[src/rtl/evt_irq_pkg.sv]
package evt_irq_pkg;

  typedef enum logic {SEL_PEND = 1'b0, SEL_MASK = 1'b1} reg_sel_e;

  // masked OR of pending and enabled channels
  function automatic logic masked_any(input logic [31:0] pend, input logic [31:0] mask);
    return |(pend & mask);
  endfunction

  // a written 0 requests a clear of that bit
  function automatic logic [31:0] clear_req(input logic [31:0] wdata);
    return ~wdata;
  endfunction

  // shared flag next state: a new rise has priority over acknowledge
  function automatic logic flag_next(input logic cur, input logic rise, input logic ack);
    return rise | (cur & ~ack);
  endfunction

endpackage

[src/rtl/evt_pend_bank.sv]
module evt_pend_bank #(
  parameter int NCH = 8
) (
  input  logic           clk,
  input  logic           rst_n,
  input  logic           tick,
  input  logic [NCH-1:0] evt,
  input  logic [NCH-1:0] clr,
  output logic [NCH-1:0] pend,
  output logic [NCH-1:0] lock
);
  // one sticky bit and one inhibit flag per channel
  for (genvar g = 0; g < NCH; g++) begin : g_ch
    logic p_q, l_q;
    always_ff @(posedge clk or negedge rst_n) begin
      if (!rst_n) begin
        p_q <= 1'b0;
        l_q <= 1'b0;
      end else begin
        if (evt[g])                 p_q <= 1'b1;
        else if (clr[g] && !l_q)    p_q <= 1'b0;
        if (evt[g])                 l_q <= 1'b1;
        else if (tick)              l_q <= 1'b0;
      end
    end
    assign pend[g] = p_q;
    assign lock[g] = l_q;
  end
endmodule

[src/rtl/evt_mask_reg.sv]
module evt_mask_reg #(
  parameter int NCH = 8
) (
  input  logic           clk,
  input  logic           rst_n,
  input  logic           load,
  input  logic [NCH-1:0] din,
  output logic [NCH-1:0] mask
);
  always_ff @(posedge clk or negedge rst_n) begin
    if (!rst_n)    mask <= '0;
    else if (load) mask <= din;
  end
endmodule

[src/rtl/evt_edge_flag.sv]
module evt_edge_flag (
  input  logic clk,
  input  logic rst_n,
  input  logic any_now,
  input  logic ack,
  output logic rise,
  output logic flag
);
  import evt_irq_pkg::*;
  logic any_dly;

  assign rise = any_now & ~any_dly;

  always_ff @(posedge clk or negedge rst_n) begin
    if (!rst_n) begin
      any_dly <= 1'b0;
      flag    <= 1'b0;
    end else begin
      any_dly <= any_now;
      flag    <= flag_next(flag, rise, ack);
    end
  end
endmodule

[src/rtl/evt_irq_merger.sv]
module evt_irq_merger #(
  parameter int NCH = 8
) (
  input  logic           clk,
  input  logic           rst_n,
  input  logic           tick,
  input  logic [NCH-1:0] evt,
  input  logic           wr_en,
  input  logic           wr_sel,
  input  logic [NCH-1:0] wr_data,
  input  logic           ack,
  output logic [NCH-1:0] pend_q,
  output logic [NCH-1:0] mask_q,
  output logic           irq
);
  import evt_irq_pkg::*;
  localparam int PADW = 32 - NCH;

  // named internal events, used by the checker
  logic           pend_wr;
  logic           mask_wr;
  logic [NCH-1:0] clr_w;
  logic [NCH-1:0] lock_q;
  logic           any_w;
  logic           rise_w;
  logic [31:0]    clr_full;

  assign pend_wr  = wr_en && (reg_sel_e'(wr_sel) == SEL_PEND);
  assign mask_wr  = wr_en && (reg_sel_e'(wr_sel) == SEL_MASK);
  assign clr_full = clear_req({{PADW{1'b1}}, wr_data});
  assign clr_w    = pend_wr ? clr_full[NCH-1:0] : '0;
  assign any_w    = masked_any({{PADW{1'b0}}, pend_q}, {{PADW{1'b0}}, mask_q});

  evt_pend_bank #(.NCH(NCH)) u_bank (
    .clk(clk), .rst_n(rst_n), .tick(tick), .evt(evt),
    .clr(clr_w), .pend(pend_q), .lock(lock_q)
  );

  evt_mask_reg #(.NCH(NCH)) u_mask (
    .clk(clk), .rst_n(rst_n), .load(mask_wr), .din(wr_data), .mask(mask_q)
  );

  evt_edge_flag u_edge (
    .clk(clk), .rst_n(rst_n), .any_now(any_w), .ack(ack),
    .rise(rise_w), .flag(irq)
  );
endmodule

[config.mk]
export PLATFORM = sky130hd
export DESIGN_NAME = evt_irq_merger
export DESIGN_NICKNAME = d
export VERILOG_FILES = /design/src/rtl/evt_irq_pkg.sv /design/src/rtl/evt_pend_bank.sv /design/src/rtl/evt_mask_reg.sv /design/src/rtl/evt_edge_flag.sv /design/src/rtl/evt_irq_merger.sv
export SDC_FILE = /design/constraint.sdc
export NUM_CORES = 1
export LEC_CHECK = 0
export BUFFER_PORTS_ARGS = -buffer_cell sky130_fd_sc_hd__buf_4
export CAP_MARGIN = 20
export CORE_MARGIN = 1
export CORE_UTILIZATION = 40
export CTS_CLUSTER_DIAMETER = 100
export CTS_CLUSTER_SIZE = 30
export DETAILED_ROUTE_END_ITERATION = 7
export PLACE_DENSITY_LB_ADDON = 0.15
export SLEW_MARGIN = 20
export SYNTH_ARGS = -nofsm -noshare
export SYNTH_HDL_FRONTEND = slang
export SYNTH_SLANG_ARGS = --single-unit
[constraint.sdc]
create_clock -name clk -period 1.2 [get_ports clk]
set_clock_uncertainty 0.15 [all_clocks]
set_input_delay 0.06 -clock clk [delete_from_list [all_inputs] [get_ports clk]]
set_output_delay 0.06 -clock clk [all_outputs]
set_load 0.01 [all_outputs]
==> results of run 1 <==
-- worst paths after layout --
path                                         start                 end  depth (start not counted)
worst max-delay path            u_bank.g_ch[6].p_q         u_edge.flag                          3
worst min-delay path                         rst_n  u_bank.g_ch[1].p_q                          2
worst max register to register  u_bank.g_ch[6].p_q         u_edge.flag                          3
worst min register to register  u_bank.g_ch[2].l_q  u_bank.g_ch[2].l_q                          1
max in group asynchronous                    rst_n      u_mask.mask[5]                          2
min in group clk                              tick  u_bank.g_ch[1].l_q                          3
-- sequential cells by signal, indices dropped and copies added (netlist names) --
signal and count:
u_edge.flag 1, u_mask.mask 8, u_edge.any_dly 1, u_bank.g_ch.l_q 8
u_bank.g_ch.p_q 8
-- cells by family (layout without fill, tap and decap cells) --
logic type             Yosys count  in the layout  share of synthesized area, %
flip-flops                      26             26                         61.83
AO/OA/AOI/OAI                   21             21                         15.22
buffers and inverters           12             78                         7.848
AND/OR/NAND/NOR                 11             11                         6.540
multiplexers                     8              8                         8.562
-- per-layer routing --
metal | up-vias | GRT usage (%)
met1 | 420 | 23.18
li1 | 403 | -
met3 | 2 | 2.586
met4 | 0 | 7.895
met2 | 18 | 33.33
met5 | - | 0
-- area by class of cell --
class,instances,area [um2]
well taps,30,37.54
inverters,3,11.26
multi-input cells,40,334.1
fillers,201,745.7
repair buffers,72,675.6
clock buffers,3,22.52
flip-flops and latches,26,650.6
-- cell usage in the layout (no fill, tap or decap) --
cell type       n
a22oi_2         3
a21o_1          8
o31ai_1         8
nand2_2         1
dfrtp_1        26
buf_6          24
dlygate4sd3_1  18
nand4_1         1
buf_4          30
mux2_2          8
clkbuf_4        3
a22oi_1         1
inv_1           3
a22o_2          1
nand2b_1        9
-- cell usage after synthesis --
| cell | instances | area, um2 |
|---|---|---|
| inv_1 | 3 | 11.26 |
| nand2b_1 | 9 | 56.30 |
| nand2_2 | 1 | 6.260 |
| buf_4 | 8 | 60.06 |
| dfrtp_1 | 26 | 650.6 |
| a21o_1 | 8 | 60.06 |
| a22o_2 | 1 | 10.01 |
| o31ai_1 | 8 | 60.06 |
| mux2_2 | 8 | 90.09 |
| a22oi_1 | 4 | 30.03 |
| buf_6 | 1 | 11.26 |
| nand4_1 | 1 | 6.260 |
-- per-stage QoR --
step	utilization [%]	hold slack, ns
floorplan	-	-0.3856
global placement	56.57	-0.1664
detailed placement	56.57	-0.1627
CTS	67.83	0.01894
global route	69.90	0.03520
finish	69.90	0.01741
-- power groups by stage --
stage	clock, mW	combinational [mW]	sequential, mW
6_report	0.361	0.451	0.996
2_1_floorplan	0	0.113	1.02
4_1_cts	0.381	0.428	0.989
3_5_place_dp	0	0.349	1.00
3_3_place_gp	0	0.340	0.997
5_1_grt	0.404	0.486	1.00
-- what timing repair did --
action | in CTS | in global routing
setup endpoints to repair | 14 | 15
gates resized for setup | 16 | 11
buffers inserted | 2 | 1
pin swaps | 1 | 1
hold buffers | 18 | 0
hold endpoints to repair | 51 | 0
==> run_results.csv, run 1 <==
group,metric,value,unit
run_status,status,"finished, violations left",
run_status,failed_checks,"setup timing",
yosys,seq_area_frac_synth,61.83,%
route,drc_errors,0,
route,antenna_left,0,
yosys,synth_seq_cells,26,
global_route,gr-total-overflow,0,
critical_path,crit_path_top_delay_cell,"dfrtp_1",
pwr,power_frac_comb,24.9,%
route,wl_met3,59,um
critical_path,critPathKind,"flip-flop to flip-flop",
hold_path,hold_path.class,"input pin to async pin",
route,drtIter0Drc,4,
timing,setup_viol,1,
timing,fin_setup_tns,-0.008712,ns
placed_design,globalplace.congestion,0.7356,
die,row_count,18,
critical_path,ff2ff_setup_slack,-0.009,ns
timing,setup_ws,-0.008712,ns
critical_path,cp-start-kind,"flip-flop",
cts,cts.sinks,26,
pwr,swShare,25.00,%
critical_path,critPathRequiredTime,1.26,ns
timing,relSlewSlack,71.66,%
global_route,first_global_vias,816,
cts,cts.clk_slew.worst_paths,0.14,ns
route,drt-vias-per-instance,4.845,
timing,rsz0062_at_grt,"true",
cts,h-tree-depth,1,
timing,max_freq,827.3,MHz
global_route,grt_antenna_before_repair,0,
cts,cts_tree,"done",
layout,final-instance-count-excl-fill,174,
route,vias,843,
global_route,grt_pass1_wl,3.719,mm
layout,diodes,0,
cts,ctsRootBufferMaster,"clkbuf_4",
cts,worstSkewPairLatency,0.32,ns
timing,final.period_utilization,100.7,%
job,cap_viol_max_count,0,
layout,drive_above_1_share,48.61,%
pwr,switchingPower,452.0,uW
route,dr_wl_met2,1.268,mm
route,finalWirelength,2.446,mm
pwr,peakVddDrop,0.0007100,V
layout,final_area,1732,um2
yosys,post_synth.cell_area_avg,13.49,um2
critical_path,max_stage_delay,0.42,ns
route,wl_per_cell,14.06,um
yosys,syn-num-nets,100,
route,wl_met1,1.102,mm
yosys,yosysWarningCount,0,
die,die_area,2840,um2
route,first_pass_iters,4,
pwr,leakage,0.7959,nW
yosys,synth_area,1052,um2
die,core,2477,um2
yosys,syn_inst,78,
timing,slew_viol_final,0,
die,initial_core_util,42.47,%
critical_path,cp_top_family,"flip-flops",
timing,tightestPinTransition,0.4251,ns
critical_path,crit_chain,"a22oi_2 > nand4_1 > a22o_2",
global_route,gr-usage-all-layers,19.08,%
pwr,p_int,1.356,mW
pwr,power_density,1044,nW/um2
layout,fin_nets,168,
placed_design,dp_slack,-0.02545,ns
placed_design,numPortBuffers,38,
die,die_h,53.29,um
route,route.top_layer_used,"met4",
pwr,seqPwrFrac,55.1,%
critical_path,crit_buf_inv,0,
die,io_pins,39,
die,fp.dieW,53.29,um
placed_design,placed_area,1401,um2
critical_path,critPathMaxFanout,2,
layout,syn_to_final_growth,64.57,%
pwr,power,1.808,mW
critical_path,end_kind,"flip-flop",
global_route,grt_max_degree,27,
pwr,p_clk_share,20.0,%
cts,cts_buffer_depth,2,
yosys,synthDistinctLibCells,12,
placed_design,dp_cells,150,
critical_path,arrival,1.27,ns
timing,finalHoldViolations,0,
cts,cts_buffers,3,
placed_design,hpwl,1.623,mm
timing,min_period,1.209,ns
Note: power is estimated with default switching activity, not from simulation.
==> run 2, diff against run 1 <==
--- a/constraint.sdc
+++ b/constraint.sdc
@@ -3,3 +3,3 @@
 set_input_delay 0.06 -clock clk [delete_from_list [all_inputs] [get_ports clk]]
 set_output_delay 0.06 -clock clk [all_outputs]
-set_load 0.01 [all_outputs]
+set_load 0.02 [all_outputs]
==> run 2 against run 1 <==
Compared with the run above: the run still ends with setup timing left; maximum frequency fell by 1.9%; hold slack worse by 0.0062 ns; sequential power hardly changed; via count rose by 0.24%; register-to-register slack got worse by 0.02 ns; clock-buffer cell count increased by 1; die area unchanged; critical path type unchanged; largest power group unchanged; highest routed layer unchanged.
==> run_results.csv, run 2 (same netlist as run 1, synthesis figures left out) <==
group,metric,value,unit
cts,ctsRootBufferMaster,"clkbuf_4",
critical_path,r2r.worst_path.cells,3,
cts,h-tree-depth,1,
die,fp.dieW,53.29,um
cts,cts_buffer_depth,2,
critical_path,max_stage_delay,0.42,ns
critical_path,critPathRequiredTime,1.28,ns
global_route,gr-total-overflow,0,
die,initial_core_util,42.47,%
timing,setup_viol,4,
layout,syn_to_final_growth,62.07,%
route,finalWirelength,2.365,mm
pwr,switchingPower,487.0,uW
layout,final_common_cell,"buf_4",
route,drtIter0Drc,11,
run_status,failed_checks,"setup timing",
pwr,leakage,0.7760,nW
global_route,first_global_vias,848,
cts,worstSkewPairLatency,0.32,ns
timing,min_period,1.232,ns
die,row_count,18,
layout,reg_top3,"u_bank.g_ch.l_q: 8 flops, u_bank.g_ch.p_q: 8 flops, u_mask.mask: 8 flops",
placed_design,dp_slack,-0.02692,ns
timing,finalHoldViolations,0,
timing,setup_ws,-0.03246,ns
critical_path,critPathMaxFanout,2,
pwr,p_clk_share,23.2,%
placed_design,numPortBuffers,38,
pwr,power_frac_comb,23.7,%
layout,final_area,1705,um2
layout,drive_above_1_share,50.35,%
placed_design,hpwl,1.637,mm
timing,slew_viol_final,0,
critical_path,r2r-start,"u_bank.g_ch[2].p_q",
timing,rsz0062_at_grt,"true",
critical_path,crit_path_top_delay_cell,"dfrtp_1",
placed_design,globalplace.congestion,0.6655,
cts,cts.clk_slew.worst_paths,0.14,ns
pwr,power_density,1105,nW/um2
cts,cts_tree,"done",
hold_path,hold_path.class,"input pin to async pin",
die,core,2477,um2
layout,diodes,0,
timing,relSlewSlack,72.77,%
cts,cts.sinks,26,
pwr,p_int,1.398,mW
die,die_area,2840,um2
pwr,peakVddDrop,0.0009974,V
route,drt-vias-per-instance,4.942,
route,drc_errors,0,
layout,fin_nets,164,
cts,cts_buffers,3,
run_status,status,"finished, violations left",
route,first_pass_iters,4,
layout,final_cell_mix,"buf_4, dfrtp_1, buf_6, dlygate4sd3_1, nand2b_1",
timing,tightestPinTransition,0.4085,ns
global_route,grt_antenna_before_repair,0,
die,io_pins,39,
global_route,grt_pass1_wl,3.788,mm
critical_path,ff2ff_setup_slack,-0.03,ns
global_route,grt_max_degree,27,
layout,fin_util,68.84,%
timing,final.period_utilization,102.7,%
pwr,swShare,25.84,%
critical_path,r2r-end,"u_edge.flag",
global_route,gr-usage-all-layers,19.30,%
pwr,power,1.885,mW
pwr,seqPwrFrac,53.1,%
critical_path,crit_chain,"a22oi_1 > nand4_1 > a22o_2",
critical_path,cp-start-kind,"flip-flop",
die,die_h,53.29,um
route,vias,845,
route,antenna_left,0,
critical_path,end_kind,"flip-flop",
critical_path,critPathKind,"flip-flop to flip-flop",
timing,max_freq,811.4,MHz
route,wl_per_cell,13.83,um
job,cap_viol_max_count,0,
placed_design,placed_area,1391,um2
critical_path,arrival,1.31,ns
-- run 2: changes by cell type in the layout (fill, tap and decap cells not counted) --
cell,change
buf_6,-4
dfrtp_2,+4
clkbuf_8,+1
dfrtp_1,-4
-- run 2: worst max-delay path by stage --
| stage | startpoint | to | slack (ns) | cells after the start |
|---|---|---|---|---|
| final | u_bank.g_ch[2].p_q | u_edge.flag | -0.03 | 3 |
| after global routing | u_mask.mask[2] | u_edge.flag | -0.09 | 3 |
| after CTS | u_bank.g_ch[2].p_q | u_edge.flag | -0.03 | 3 |
| after detailed placement | u_bank.g_ch[6].p_q | u_edge.flag | -0.03 | 3 |
| after global placement | u_bank.g_ch[0].p_q | u_edge.flag | 0.02 | 3 |
| after floorplan | u_mask.mask[2] | u_edge.flag | -0.003 | 3 |
-- run 2: repair_timing --
action,4_1_cts,5_1_grt
pin swaps,1,0
hold buffers,18,0
setup endpoints to repair,12,12
setup buffers,1,0
endpoints found under the hold margin,51,0
resized for setup,21,2
-- run 2: area by class of cell --
| cell class | count | area [um2] |
|---|---|---|
| Clock buffer | 4 | 36.28 |
| Fill cell | 195 | 772.0 |
| Inverter | 3 | 11.26 |
| Multi-Input combinational cell | 40 | 334.1 |
| Sequential cell | 26 | 655.6 |
| Tap cell | 30 | 37.54 |
| Timing Repair Buffer | 68 | 630.6 |
-- run 2: worst max-delay path: cells and delay by family (launching register included) --
family	cells	cell delay (ns)
DFF	1	0.42
AOI/OAI and AO/OA	2	0.42
and+or+nand+nor	1	0.15
-- run 2: routing by layer --
metal	vias up	track usage [%]	share of wire, %
li1	401	-	-
met1	411	23.64	44
met2	31	33.54	51
met3	2	3.448	4.5
met4	0	6.579	0.63
met5	-	0	0
-- run 2: through the flow --
| step | std cells | setup TNS [ns] | hold slack [ns] |
|---|---|---|---|
| 2_1_floorplan | 78 | -0.002743 | -0.3856 |
| 3_3_place_gp | 148 | 0 | -0.1667 |
| 3_5_place_dp | 148 | -0.02692 | -0.1646 |
| 4_1_cts | 171 | -0.2097 | 0.01545 |
| 5_1_grt | 171 | -0.5966 | 0.02671 |
| 6_report | 171 | -0.06088 | 0.01125 |
-- run 2: power groups by stage --
stage                     Combinational (mW)  Sequential (mW)  Clock (mW)
after CTS                              0.452             1.00       0.455
final                                  0.447             1.00       0.437
after global routing                   0.482             1.01       0.497
after floorplan                        0.119             1.05           0
after detailed placement               0.370             1.01           0
after global placement                 0.364             1.00           0
==> run 3, diff against run 2 <==
Settings changed: CAP_MARGIN 20 to default, CELL_PAD_IN_SITES_DETAIL_PLACEMENT from default to 1, CELL_PAD_IN_SITES_GLOBAL_PLACEMENT from default to 2, CORE_UTILIZATION 40 to 27.
==> run 3 against run 2 <==
Compared with the run above: the run still ends with setup timing left; critical endpoint unchanged; sequential share of layout area down 0.80 points; register-to-register slack barely moved; non-clock buffer count up 6; sequential cell count stayed put; via count is 2.6% higher; combinational power up 7.2%; total power rose by 7.8%; global-route usage fell by 4.9 points; critical path type unchanged.
==> run_results.csv, run 3 (same netlist as run 1, synthesis figures left out) <==
group,metric,value,unit
run_status,status,"finished, violations left",
run_status,failed_checks,"setup timing",
critical_path,end_kind,"flip-flop",
layout,syn_to_final_growth,65.52,%
die,row_count,22,
layout,fillCellCount,397,
global_route,first_global_vias,949,
cts,h-tree-depth,1,
global_route,grt_pass1_wl,4.505,mm
critical_path,r2r.worst_path.cells,3,
layout,final_area,1742,um2
pwr,leakage,0.7908,nW
placed_design,numPortBuffers,38,
timing,hold_ws,0.07726,ns
critical_path,crit_path_start,"u_bank.g_ch[6].p_q",
timing,tightestPinTransition,0.3661,ns
die,fp.dieW,64.43,um
cts,cts_buffers,3,
placed_design,dp_slack,-0.05735,ns
critical_path,cp-start-kind,"flip-flop",
pwr,power,2.031,mW
route,antenna_left,0,
critical_path,crit_chain,"a22oi_2 > nand4_1 > a22o_2",
critical_path,critPathMaxFanout,2,
layout,diodes,0,
die,io_pins,39,
die,initial_core_util,28.53,%
layout,drive_above_1_share,51.70,%
critical_path,ff2ff_setup_slack,-0.03,ns
placed_design,placed_area,1459,um2
critical_path,max_stage_delay,0.40,ns
route,drc_errors,0,
global_route,grt_antenna_before_repair,0,
die,die_h,64.43,um
cts,worstSkewPairLatency,0.27,ns
job,cap_viol_max_count,0,
critical_path,critPathRequiredTime,1.21,ns
cts,cts.clk_slew.worst_paths,0.09,ns
die,die_area,4151,um2
placed_design,globalplace.congestion,0.7288,
critical_path,crit_buf_inv,0,
timing,min_period,1.226,ns
layout,reg_top3,"u_bank.g_ch.l_q: 8 flops, u_bank.g_ch.p_q: 8 flops, u_mask.mask: 8 flops",
pwr,power_density,1166,nW/um2
timing,max_freq,815.8,MHz
timing,final.period_utilization,102.1,%
critical_path,crit_path_top_delay_cell,"dfrtp_1",
cts,cts_buffer_depth,2,
global_route,grt_max_degree,27,
hold_path,hold_path.class,"input pin to async pin",
timing,finalHoldViolations,0,
critical_path,cp.depth,3,
global_route,gr-total-overflow,0,
critical_path,critPathKind,"flip-flop to flip-flop",
route,drtIter0Drc,26,
timing,setup_ws,-0.02577,ns
cts,cts.sinks,26,
critical_path,crit_end,"u_edge.flag",
layout,fin_nets,170,
critical_path,arrival,1.24,ns
layout,fin_util,47.22,%
route,vias,867,
timing,relSlewSlack,75.56,%
cts,ctsRootBufferMaster,"clkbuf_8",
timing,setup_viol,1,
cts,cts_tree,"done",
die,core,3689,um2
critical_path,r2r-end,"u_edge.flag",
critical_path,cp_top_family,"compound AO/OA/AOI/OAI gates",
timing,slew_viol_final,0,
layout,final_cell_mix,"buf_4, dfrtp_1, dlygate4sd3_1, nand2b_1",
route,drt-vias-per-instance,4.446,
route,wl_per_cell,13.69,um
pwr,peakVddDrop,0.0004170,V
route,finalWirelength,2.670,mm
timing,rsz0062_at_grt,"true",
critical_path,r2r-start,"u_bank.g_ch[6].p_q",
layout,final_common_cell,"buf_4",
route,first_pass_iters,4,
global_route,gr-usage-all-layers,14.41,%
run 3: cell count changes in the layout (fill, tap and decap cells not counted), sizes merged:
cell	previous run	this run
buf	50	56
run 3: layout make-up:
type,count,area (um2),share of cell area [%]
well taps,48,60.06,3.448
inverters,3,11.26,0.6466
multi-input cells,40,329.1,18.89
repair buffers,74,630.6,36.21
clock buffers,4,55.05,3.161
flip-flops and latches,26,655.6,37.64
run 3: per-stage QoR:
stage / TNS (ns) / std cells
finish: -0.02577 / 195
global route: -0.1291 / 195
CTS: -0.02248 / 195
detailed placement: -0.05735 / 172
global placement: 0 / 172
floorplan: -0.002743 / 78
run 3: worst min path at each step:
stage	startpoint	endpoint	cells after the start
floorplan	rst_n	u_bank.g_ch[0].l_q	0
global placement	rst_n	u_bank.g_ch[0].l_q	1
detailed placement	rst_n	u_bank.g_ch[0].l_q	1
CTS	rst_n	u_bank.g_ch[0].l_q	2
global route	rst_n	u_edge.flag	2
finish	rst_n	u_bank.g_ch[0].l_q	2
run 3: worst reg2reg max path: cells and delay by family, from the launching register on:
family / cells / cell delay, ns
AO/OA/AOI/OAI: 2 / 0.44
flip-flops: 1 / 0.40
AND/OR/NAND/NOR: 1 / 0.13
run 3: timing repair:
action                                  4_1_cts  5_1_grt
resized for setup                             2        8
pin swaps                                     1        0
endpoints found under the hold margin        51        0
endpoints found under the setup margin        1        8
hold buffers                                 18        0
setup buffers                                 1        0
run 3: power breakdown:
part | leakage (nW) | switching [mW] | internal (mW)
clock | 0.0288 | 0.266 | 0.293
sequential | 0.271 | 0.0463 | 0.946
combinational | 0.491 | 0.195 | 0.284
run 3: layer usage:
metal / track usage (%) / up-vias / wire (um)
met3: 2.641 / 5 / 110
met1: 17.93 / 428 / 1171
met5: 0 / - / 0
li1: - / 410 / -
met4: 5.000 / 0 / 34
met2: 24.87 / 24 / 1354
